==> src/rtl/pb_pkg.sv <==
package pb_pkg;

  // Phases of the repeating input-then-output cycle.
  typedef enum logic [1:0] {
    PB_EMPTY = 2'd0,  // waiting for a sender request
    PB_TAKEN = 2'd1,  // word stored, input acknowledge high
    PB_OFFER = 2'd2,  // output request high, word on output
    PB_CLEAR = 2'd3   // waiting for receiver acknowledge to drop
  } pb_phase_e;

endpackage

==> src/rtl/pb_seq.sv <==
module pb_seq
  import pb_pkg::*;
(
  input  logic clk,
  input  logic rst_n,
  input  logic in_req,
  input  logic out_ack,
  output logic load,
  output logic in_ack,
  output logic out_req
);

  pb_phase_e phase_q, phase_d;

  always_comb begin
    phase_d = phase_q;
    load    = 1'b0;
    unique case (phase_q)
      PB_EMPTY: if (in_req) begin
        load    = 1'b1;
        phase_d = PB_TAKEN;
      end
      PB_TAKEN: if (!in_req)  phase_d = PB_OFFER;
      PB_OFFER: if (out_ack)  phase_d = PB_CLEAR;
      PB_CLEAR: if (!out_ack) phase_d = PB_EMPTY;
      default:                phase_d = PB_EMPTY;
    endcase
  end

  always_ff @(posedge clk) begin
    if (!rst_n) phase_q <= PB_EMPTY;
    else        phase_q <= phase_d;
  end

  // Both handshake outputs come straight from the phase register.
  assign in_ack  = (phase_q == PB_TAKEN);
  assign out_req = (phase_q == PB_OFFER);

endmodule

==> src/rtl/pb_hold.sv <==
module pb_hold #(
  parameter int WIDTH       = 16,
  parameter bit CLEAR_RESET = 1'b1
) (
  input  logic             clk,
  input  logic             rst_n,
  input  logic             load,
  input  logic [WIDTH-1:0] d,
  output logic [WIDTH-1:0] q
);

  localparam logic [WIDTH-1:0] ZERO = '0;

  generate
    if (CLEAR_RESET) begin : g_clear
      always_ff @(posedge clk) begin
        if (!rst_n)    q <= ZERO;
        else if (load) q <= d;
      end
    end else begin : g_plain
      always_ff @(posedge clk) begin
        if (load) q <= d;
      end
    end
  endgenerate

endmodule

==> src/rtl/pb_push_buffer.sv <==
module pb_push_buffer #(
  parameter int WIDTH       = 16,
  parameter bit CLEAR_RESET = 1'b1
) (
  input  logic             clk,
  input  logic             rst_n,
  input  logic             in_req,
  input  logic [WIDTH-1:0] in_data,
  output logic             in_ack,
  output logic             out_req,
  output logic [WIDTH-1:0] out_data,
  input  logic             out_ack
);

  logic load;

  pb_seq u_seq (
    .clk     (clk),
    .rst_n   (rst_n),
    .in_req  (in_req),
    .out_ack (out_ack),
    .load    (load),
    .in_ack  (in_ack),
    .out_req (out_req)
  );

  pb_hold #(
    .WIDTH       (WIDTH),
    .CLEAR_RESET (CLEAR_RESET)
  ) u_hold (
    .clk   (clk),
    .rst_n (rst_n),
    .load  (load),
    .d     (in_data),
    .q     (out_data)
  );

endmodule

==> config.mk <==
export PLATFORM = sky130hd
export DESIGN_NAME = pb_push_buffer
export DESIGN_NICKNAME = d
export VERILOG_FILES = /design/src/rtl/pb_pkg.sv /design/src/rtl/pb_seq.sv /design/src/rtl/pb_hold.sv /design/src/rtl/pb_push_buffer.sv
export SDC_FILE = /design/constraint.sdc
export NUM_CORES = 1
export LEC_CHECK = 0
export BUFFER_PORTS_ARGS = -buffer_cell sky130_fd_sc_hd__buf_4
export CAP_MARGIN = 40
export CORE_UTILIZATION = 48
export DETAILED_ROUTE_END_ITERATION = 8
export PLACE_DENSITY = 0.82
export SYNTH_ARGS = -nofsm -noshare
export SYNTH_HDL_FRONTEND = slang
export SYNTH_SLANG_ARGS = --single-unit
==> constraint.sdc <==
create_clock -name clk -period 3.25 [get_ports clk]
set_input_delay 0.4875 -clock clk [delete_from_list [all_inputs] [get_ports clk]]
set_output_delay 0.4875 -clock clk [all_outputs]
set_load 0.02 [all_outputs]
==> results_dict.tcl, run 1 <==
set metrics [dict create \
    avgSynthCellArea_um2 9.321 \
    async_flop_share_pct 0 \
    dieHeight_um 43.57 \
    grt_overflow 0 \
    cts_buffer_depth 2 \
    cts-hold-fix-buffers 0 \
    finClkSkew_ns 0.006734 \
    io_buffer_count 37 \
    place_congestion 0.7025 \
    cts_buffers 3 \
    whs_path_depth 3 \
    clockRootBuffer "clkbuf_4" \
    hold_violations 0 \
    antenna_found_initial 0 \
    slew_viol_final 0 \
    drtIter0Drc 15 \
    grt_pass1_vias 599 \
    top_usage_layer "met2" \
    nets 151 \
    reg2reg_depth 5 \
    hp-class "in2reg" \
    finalSetupTns_ns 0 \
    grt_pass1_wl_mm 2.642 \
    clk_latency_ns 0.28 \
    cts.sinks 18 \
    netlist_area_um2 829.5 \
    drive_above_1_share_pct 41.94 \
    grt_max_degree 21 \
    die_w_um 43.57 \
    rsz0062_at_grt "false" \
    tightest_slew_ns 0.5686 \
    fin_cells 140 \
    synth_cell_types 14 \
    synthCells 89 \
    setup_viol 0 \
    ys_ff_latch 18 \
    final_util_pct 70.79 \
    status "finished with violations" \
    antennaDiodeCount 0 \
    core_mm2 0.001559 \
    violations "DRC" \
    crit_fanout 4 \
    cts-resized-gates 0 \
    yosys_warnings 0 \
    vias 702 \
    grtUsageMet3_pct 7.917 \
    vias_per_cell 5.014 \
    synth_most_common_cell "nand2_1" \
    met2_usage_pct 32.84 \
    peakVddDrop_uv 446.6 \
    end_kind "output pin" \
    crit_type "reg2out" \
    ys.flop_type "dfxtp_1" \
    wl_per_cell_um 11.55 \
    use_met1_pct 20.57 \
    htreeDepth 1 \
    min_period_ns 1.655 \
    ys_seq_area_share_pct 43.44 \
    area_delta_synth_final_pct 33.03 \
    leakage_nw 0.5092 \
    crit_required_ns 2.76 \
    synthTopCellsByCount "nand2_1, dfxtp_1, a21boi_2" \
    initial_utilization_pct 53.21 \
    cts_tree "yes" \
    power_density_mw_per_mm2 677.7 \
    dr.pass1.iters 6 \
    grt_use_total_pct 19.06 \
    synth_top_area_share_pct 43.44 \
    start_kind "flop" \
    wirelength_mm 1.617 \
    synth_area_leaders "dfxtp_1, nand2_1, a21boi_2" \
    synth_area_leader_cell "dfxtp_1" \
    clk_pin_slew_ns 0.10 \
    fmax_mhz 604.2 \
    ios 38 \
    crit_arrival_ns 1.17 \
    syn-num-nets 114 \
    min_period_over_period_pct 50.93 \
    ant_nets 0 \
    postCtsSetupRepairBufs 0 \
    dieArea_mm2 0.001898 \
    synth_edf_count 0 \
    drv_cap 0 \
    dp_cells 137 \
    num_rows 14 \
    drc_errors 2 \
    place_hpwl_mm 1.205 \
    slew_headroom_pct 62.09 \
]
==> registers in the layout, indices dropped and copies added, names as in the netlist <==
register	cells
u_seq.phase_q	2
u_hold.q	16
==> placed cells by master, fill, tap and decap left out <==
cell type | synthesis | final
a21boi_2 | 10 | 10
clkbuf_4 | 1 | 3
o21ai_0 | 1 | 1
nand2_2 | 2 | 2
a21boi_0 | 6 | 6
buf_4 | 0 | 37
dfxtp_1 | 18 | 18
inv_1 | 2 | 2
mux2i_1 | 4 | 4
and2_1 | 1 | 1
ha_1 | 5 | 5
nand2_1 | 35 | 35
==> cells by family (layout without fill, tap and decap cells) <==
| logic type | after synthesis | after routing | share of synthesized area, % |
|---|---|---|---|
| adder cells (fa/ha/maj) | 5 | 5 | 7.541 |
| buffers and inverters | 7 | 42 | 6.487 |
| flip-flops | 18 | 18 | 43.44 |
| multiplexers | 4 | 4 | 4.827 |
| AO/OA/AOI/OAI | 17 | 17 | 19.61 |
| AND/OR/NAND/NOR | 38 | 38 | 18.10 |
==> layer usage <==
layer  share of wire, %  up-vias
li1                   -      356
met1                 40      321
met2                 53       23
met3                5.9        2
met4                1.1        0
met5                  0        -
==> where the power goes <==
group / internal [mW] / switching, mW / total [mW]
clock: 0.0430 / 0.0627 / 0.106
sequential: 0.268 / 0.0293 / 0.297
combinational: 0.143 / 0.202 / 0.345
total: 0.454 / 0.294 / 0.748
==> path summary, 6_finish.rpt <==
kind | end | startpoint | slack (ns)
hold / removal | u_hold.q[3]$_SDFFE_PN0P_ | in_data[3] | 0.44
setup reg to reg | u_hold.q[10]$_SDFFE_PN0P_ | u_seq.phase_q[0]$_SDFFE_PN0P_ | 1.77
setup / recovery | out_req | u_seq.phase_q[0]$_SDFFE_PN0P_ | 1.59
hold reg to reg | u_hold.q[12]$_SDFFE_PN0P_ | u_hold.q[12]$_SDFFE_PN0P_ | 0.47
==> critical path: stages (launching register included) <==
cell and delay (ns):
dfxtp_1 0.39, inv_1 0.10, ha_1 0.23, buf_4 0.16
==> final cells by class <==
class	instances	area, um^2
inverter	2	7.507
fill	123	455.4
multi-input combinational	64	415.4
clock buffer	3	22.52
sequential	18	360.3
tap	16	20.02
timing repair buffer	37	277.8
==> per-stage QoR <==
| step | total power [mW] | cell area [um^2] | worst slack (ns) | hold slack, ns |
|---|---|---|---|---|
| final | 0.7478 | 1104 | 1.595 | 0.4362 |
| after global routing | 0.8008 | 1104 | 1.508 | 0.4305 |
| after CTS | 0.7569 | 1104 | 1.582 | 0.4291 |
| after detailed placement | 0.6488 | 1081 | 1.771 | 0.4566 |
| after global placement | 0.6359 | 1081 | 1.829 | 0.4486 |
| after floorplan | 0.5593 | 829.5 | 1.997 | 0.4709 |
(Power assumes the default switching activity.)
==> run 2, diff against run 1 <==
--- a/config.mk
+++ b/config.mk
@@ -5,11 +5,12 @@
 export SDC_FILE = /design/constraint.sdc
 export NUM_CORES = 1
 export LEC_CHECK = 0
+export ABC_AREA = 1
 export BUFFER_PORTS_ARGS = -buffer_cell sky130_fd_sc_hd__buf_4
 export CAP_MARGIN = 40
-export CORE_UTILIZATION = 48
+export CORE_UTILIZATION = 40
 export DETAILED_ROUTE_END_ITERATION = 8
-export PLACE_DENSITY = 0.82
+export PLACE_DENSITY = 0.73
 export SYNTH_ARGS = -nofsm -noshare
 export SYNTH_HDL_FRONTEND = slang
 export SYNTH_SLANG_ARGS = --single-unit
==> constraint.sdc (replaced) <==
create_clock -name clk -period 1.45 [get_ports clk]
set_input_delay 0.2175 -clock clk [delete_from_list [all_inputs] [get_ports clk]]
set_output_delay 0.2175 -clock clk [all_outputs]
set_load 0.02 [all_outputs]
==> run 2 against run 1 <==
The flow now finishes without violations. Core utilization decreased by 9.0 points. Hold slack got worse by 0.27 ns. Synthesized cell count is 17% higher. Die area increased by 14%. Setup slack got worse by 1.5 ns. Clock skew fell by 0.0033 ns. Clock power grew to 2.9 times the previous value. Largest cell class is now registers. Highest routed layer is now met3.
==> results_dict.tcl, run 2 <==
set metrics [dict create \
    ys_seq_area_share_pct 45.43 \
    synth_edf_count 0 \
    dieArea_mm2 0.002165 \
    wirelength_mm 1.629 \
    status "completed" \
    synth_area_leader_cell "dfxtp_1" \
    nets 168 \
    crit_fanout 4 \
    final_common_cell "nor2_1" \
    placed_area_mm2 0.001066 \
    ys.flop_type "dfxtp_1" \
    synth_xor_area_share_pct 0 \
    power_density_mw_per_mm2 1855 \
    rsz0062_at_grt "false" \
    drive_above_1_share_pct 31.69 \
    postCtsSetupRepairBufs 0 \
    dr.pass1.iters 3 \
    finClkSkew_ns 0.003456 \
    netlist_area_um2 793.3 \
    synth_most_common_cell "nor2_1" \
    dieHeight_um 46.53 \
    clk_pin_slew_ns 0.10 \
    cts_buffer_depth 2 \
    cts_buffers 3 \
    area_delta_synth_final_pct 38.96 \
    cts-hold-fix-buffers 0 \
    initial_utilization_pct 44.49 \
    fin_cells 167 \
    antenna_found_initial 0 \
    synth_area_leaders "dfxtp_1, nor2_1, ha_1" \
    clkPwrFrac_pct 15.0 \
    postLayoutCellArea_mm2 0.001102 \
    ios 38 \
    clockRootBuffer "clkbuf_4" \
    synth-compound-area-share_pct 10.73 \
    peakVddDrop_uv 851.4 \
    htreeDepth 1 \
    p_sw_mw 0.8327 \
    hp-class "in2reg" \
    largest_register_ffs 16 \
    vias_per_cell 4.581 \
    grt_pass1_wl_mm 2.635 \
    synth_top_area_share_pct 45.43 \
    slew_viol_final 0 \
    switching_share_pct 40.72 \
    p_int_mw 1.212 \
    synthTopCellsByCount "nor2_1, dfxtp_1, nand2_1, o21ai_0" \
    syn-num-nets 129 \
    end_kind "output pin" \
    clk_latency_ns 0.29 \
    dp_cells 163 \
    reg2reg_depth 6 \
    leakage_nw 0.5622 \
    reg2reg_from "u_seq.phase_q[0]$_SDFFE_PN0P_" \
    slew_headroom_pct 86.43 \
    start_kind "flop" \
    drv_cap 0 \
    synth_cell_types 14 \
    setup_viol 0 \
    grt_use_total_pct 16.95 \
    tightest_slew_ns 0.2014 \
    grt_overflow 0 \
    avgSynthCellArea_um2 7.628 \
    final_cell_mix "nor2_1, buf_4, dfxtp_1" \
    die_w_um 46.53 \
    p_comb_share_pct 48.7 \
    nFillCells 172 \
    crit_type "reg2out" \
    hold_violations 0 \
    synth_top_family_by_area "simple AND/OR/NAND/NOR gates" \
    crit_arrival_ns 1.17 \
    grt_max_degree 19 \
    antennaDiodeCount 0 \
    synthCells 104 \
    cts.sinks 18 \
    cts-resized-gates 0 \
    crit_required_ns 1.23 \
    r2r-end "u_hold.q[10]$_SDFFE_PN0P_" \
    synth_mux_area_share_pct 0 \
    drc_errors 0 \
    min_period_ns 1.390 \
    place_congestion 0.8175 \
    io_buffer_count 37 \
    cts_tree "yes" \
    core_mm2 0.001783 \
    fmax_mhz 719.3 \
    grt_pass1_vias 697 \
    ant_nets 0 \
    wl_per_cell_um 9.754 \
    ys_ff_latch 18 \
    seq_power_share_pct 36.3 \
    largestRegisters "u_hold.q: 16 flops, u_seq.phase_q: 2 flops" \
    min_period_over_period_pct 95.88 \
    crit_end "out_req" \
    yosys_warnings 0 \
    r2r_slack_ns 0.17 \
    startpoint "u_seq.phase_q[0]$_SDFFE_PN0P_" \
    synth-simple-area-share_pct 26.50 \
    finalSetupTns_ns 0 \
    num_rows 15 \
    place_hpwl_mm 1.246 \
    drtIter0Drc 7 \
    synth_adder_area_share_pct 7.886 \
    top_register "u_hold.q" \
    async_flop_share_pct 0 \
    vias 765 \
]
==> run 2: worst min-delay path by stage <==
| stage | slack, ns | depth (start not counted) | endpoint | start |
|---|---|---|---|---|
| 6_report | 0.16 | 3 | u_hold.q[2]$_SDFFE_PN0P_ | in_data[2] |
| 5_1_grt | 0.16 | 3 | u_hold.q[3]$_SDFFE_PN0P_ | in_data[3] |
| 4_1_cts | 0.16 | 3 | u_hold.q[2]$_SDFFE_PN0P_ | in_data[2] |
| 3_5_place_dp | 0.47 | 3 | u_hold.q[2]$_SDFFE_PN0P_ | in_data[2] |
| 3_3_place_gp | 0.45 | 3 | u_hold.q[1]$_SDFFE_PN0P_ | in_data[1] |
| 2_1_floorplan | 0.35 | 2 | u_hold.q[10]$_SDFFE_PN0P_ | rst_n |
==> run 2: cell type report <==
class                           count  area (um^2)  share of cell area [%]
Sequential cell                    18        360.3                   32.69
Multi-Input combinational cell     74        357.8                   32.46
Timing Repair Buffer               37        277.8                   25.20
Inverter                            9        38.79                   3.519
Clock buffer                        4        36.28                   3.292
Tap cell                           25        31.28                   2.838
==> run 2: per-layer routing <==
layer  wire length, um  global-route usage [%]  vias up
met5                 0                       0        -
li1                  -                       -      400
met2               763                   29.17       23
met1               772                   19.57      342
met3                92                   3.922        0
met4                 0                   7.647        0
==> run 2: per-stage QoR <==
stage                     power, mW  setup WS (ns)  hold WS (ns)  util [%]
after floorplan               1.448         0.2053        0.3532         -
after global placement        1.734         0.2188        0.4547     59.79
after detailed placement      1.759         0.1536        0.4678     59.79
after CTS                     2.060        0.04556        0.1642     61.82
after global routing          2.206      0.0009508        0.1631     61.82
final                         2.045        0.05980        0.1631     61.82
==> run 2: power by group through the flow <==
stage | sequential, mW | clock, mW | combinational (mW)
2_1_floorplan | 0.907 | 0 | 0.541
3_3_place_gp | 0.752 | 0 | 0.981
3_5_place_dp | 0.755 | 0 | 1.00
4_1_cts | 0.745 | 0.310 | 1.01
5_1_grt | 0.757 | 0.332 | 1.12
6_report | 0.743 | 0.307 | 0.995
==> run 2: kinds of logic after synthesis <==
family | Yosys count
AO/OA/AOI/OAI | 17
buffers and inverters | 12
adder cells (fa/ha/maj) | 5
flip-flops | 18
AND/OR/NAND/NOR | 52
==> run 2: critical path, cell delays in order (launching register included) <==
cell     delay [ns]
dfxtp_1        0.39
inv_1          0.09
ha_1           0.24
buf_4          0.17
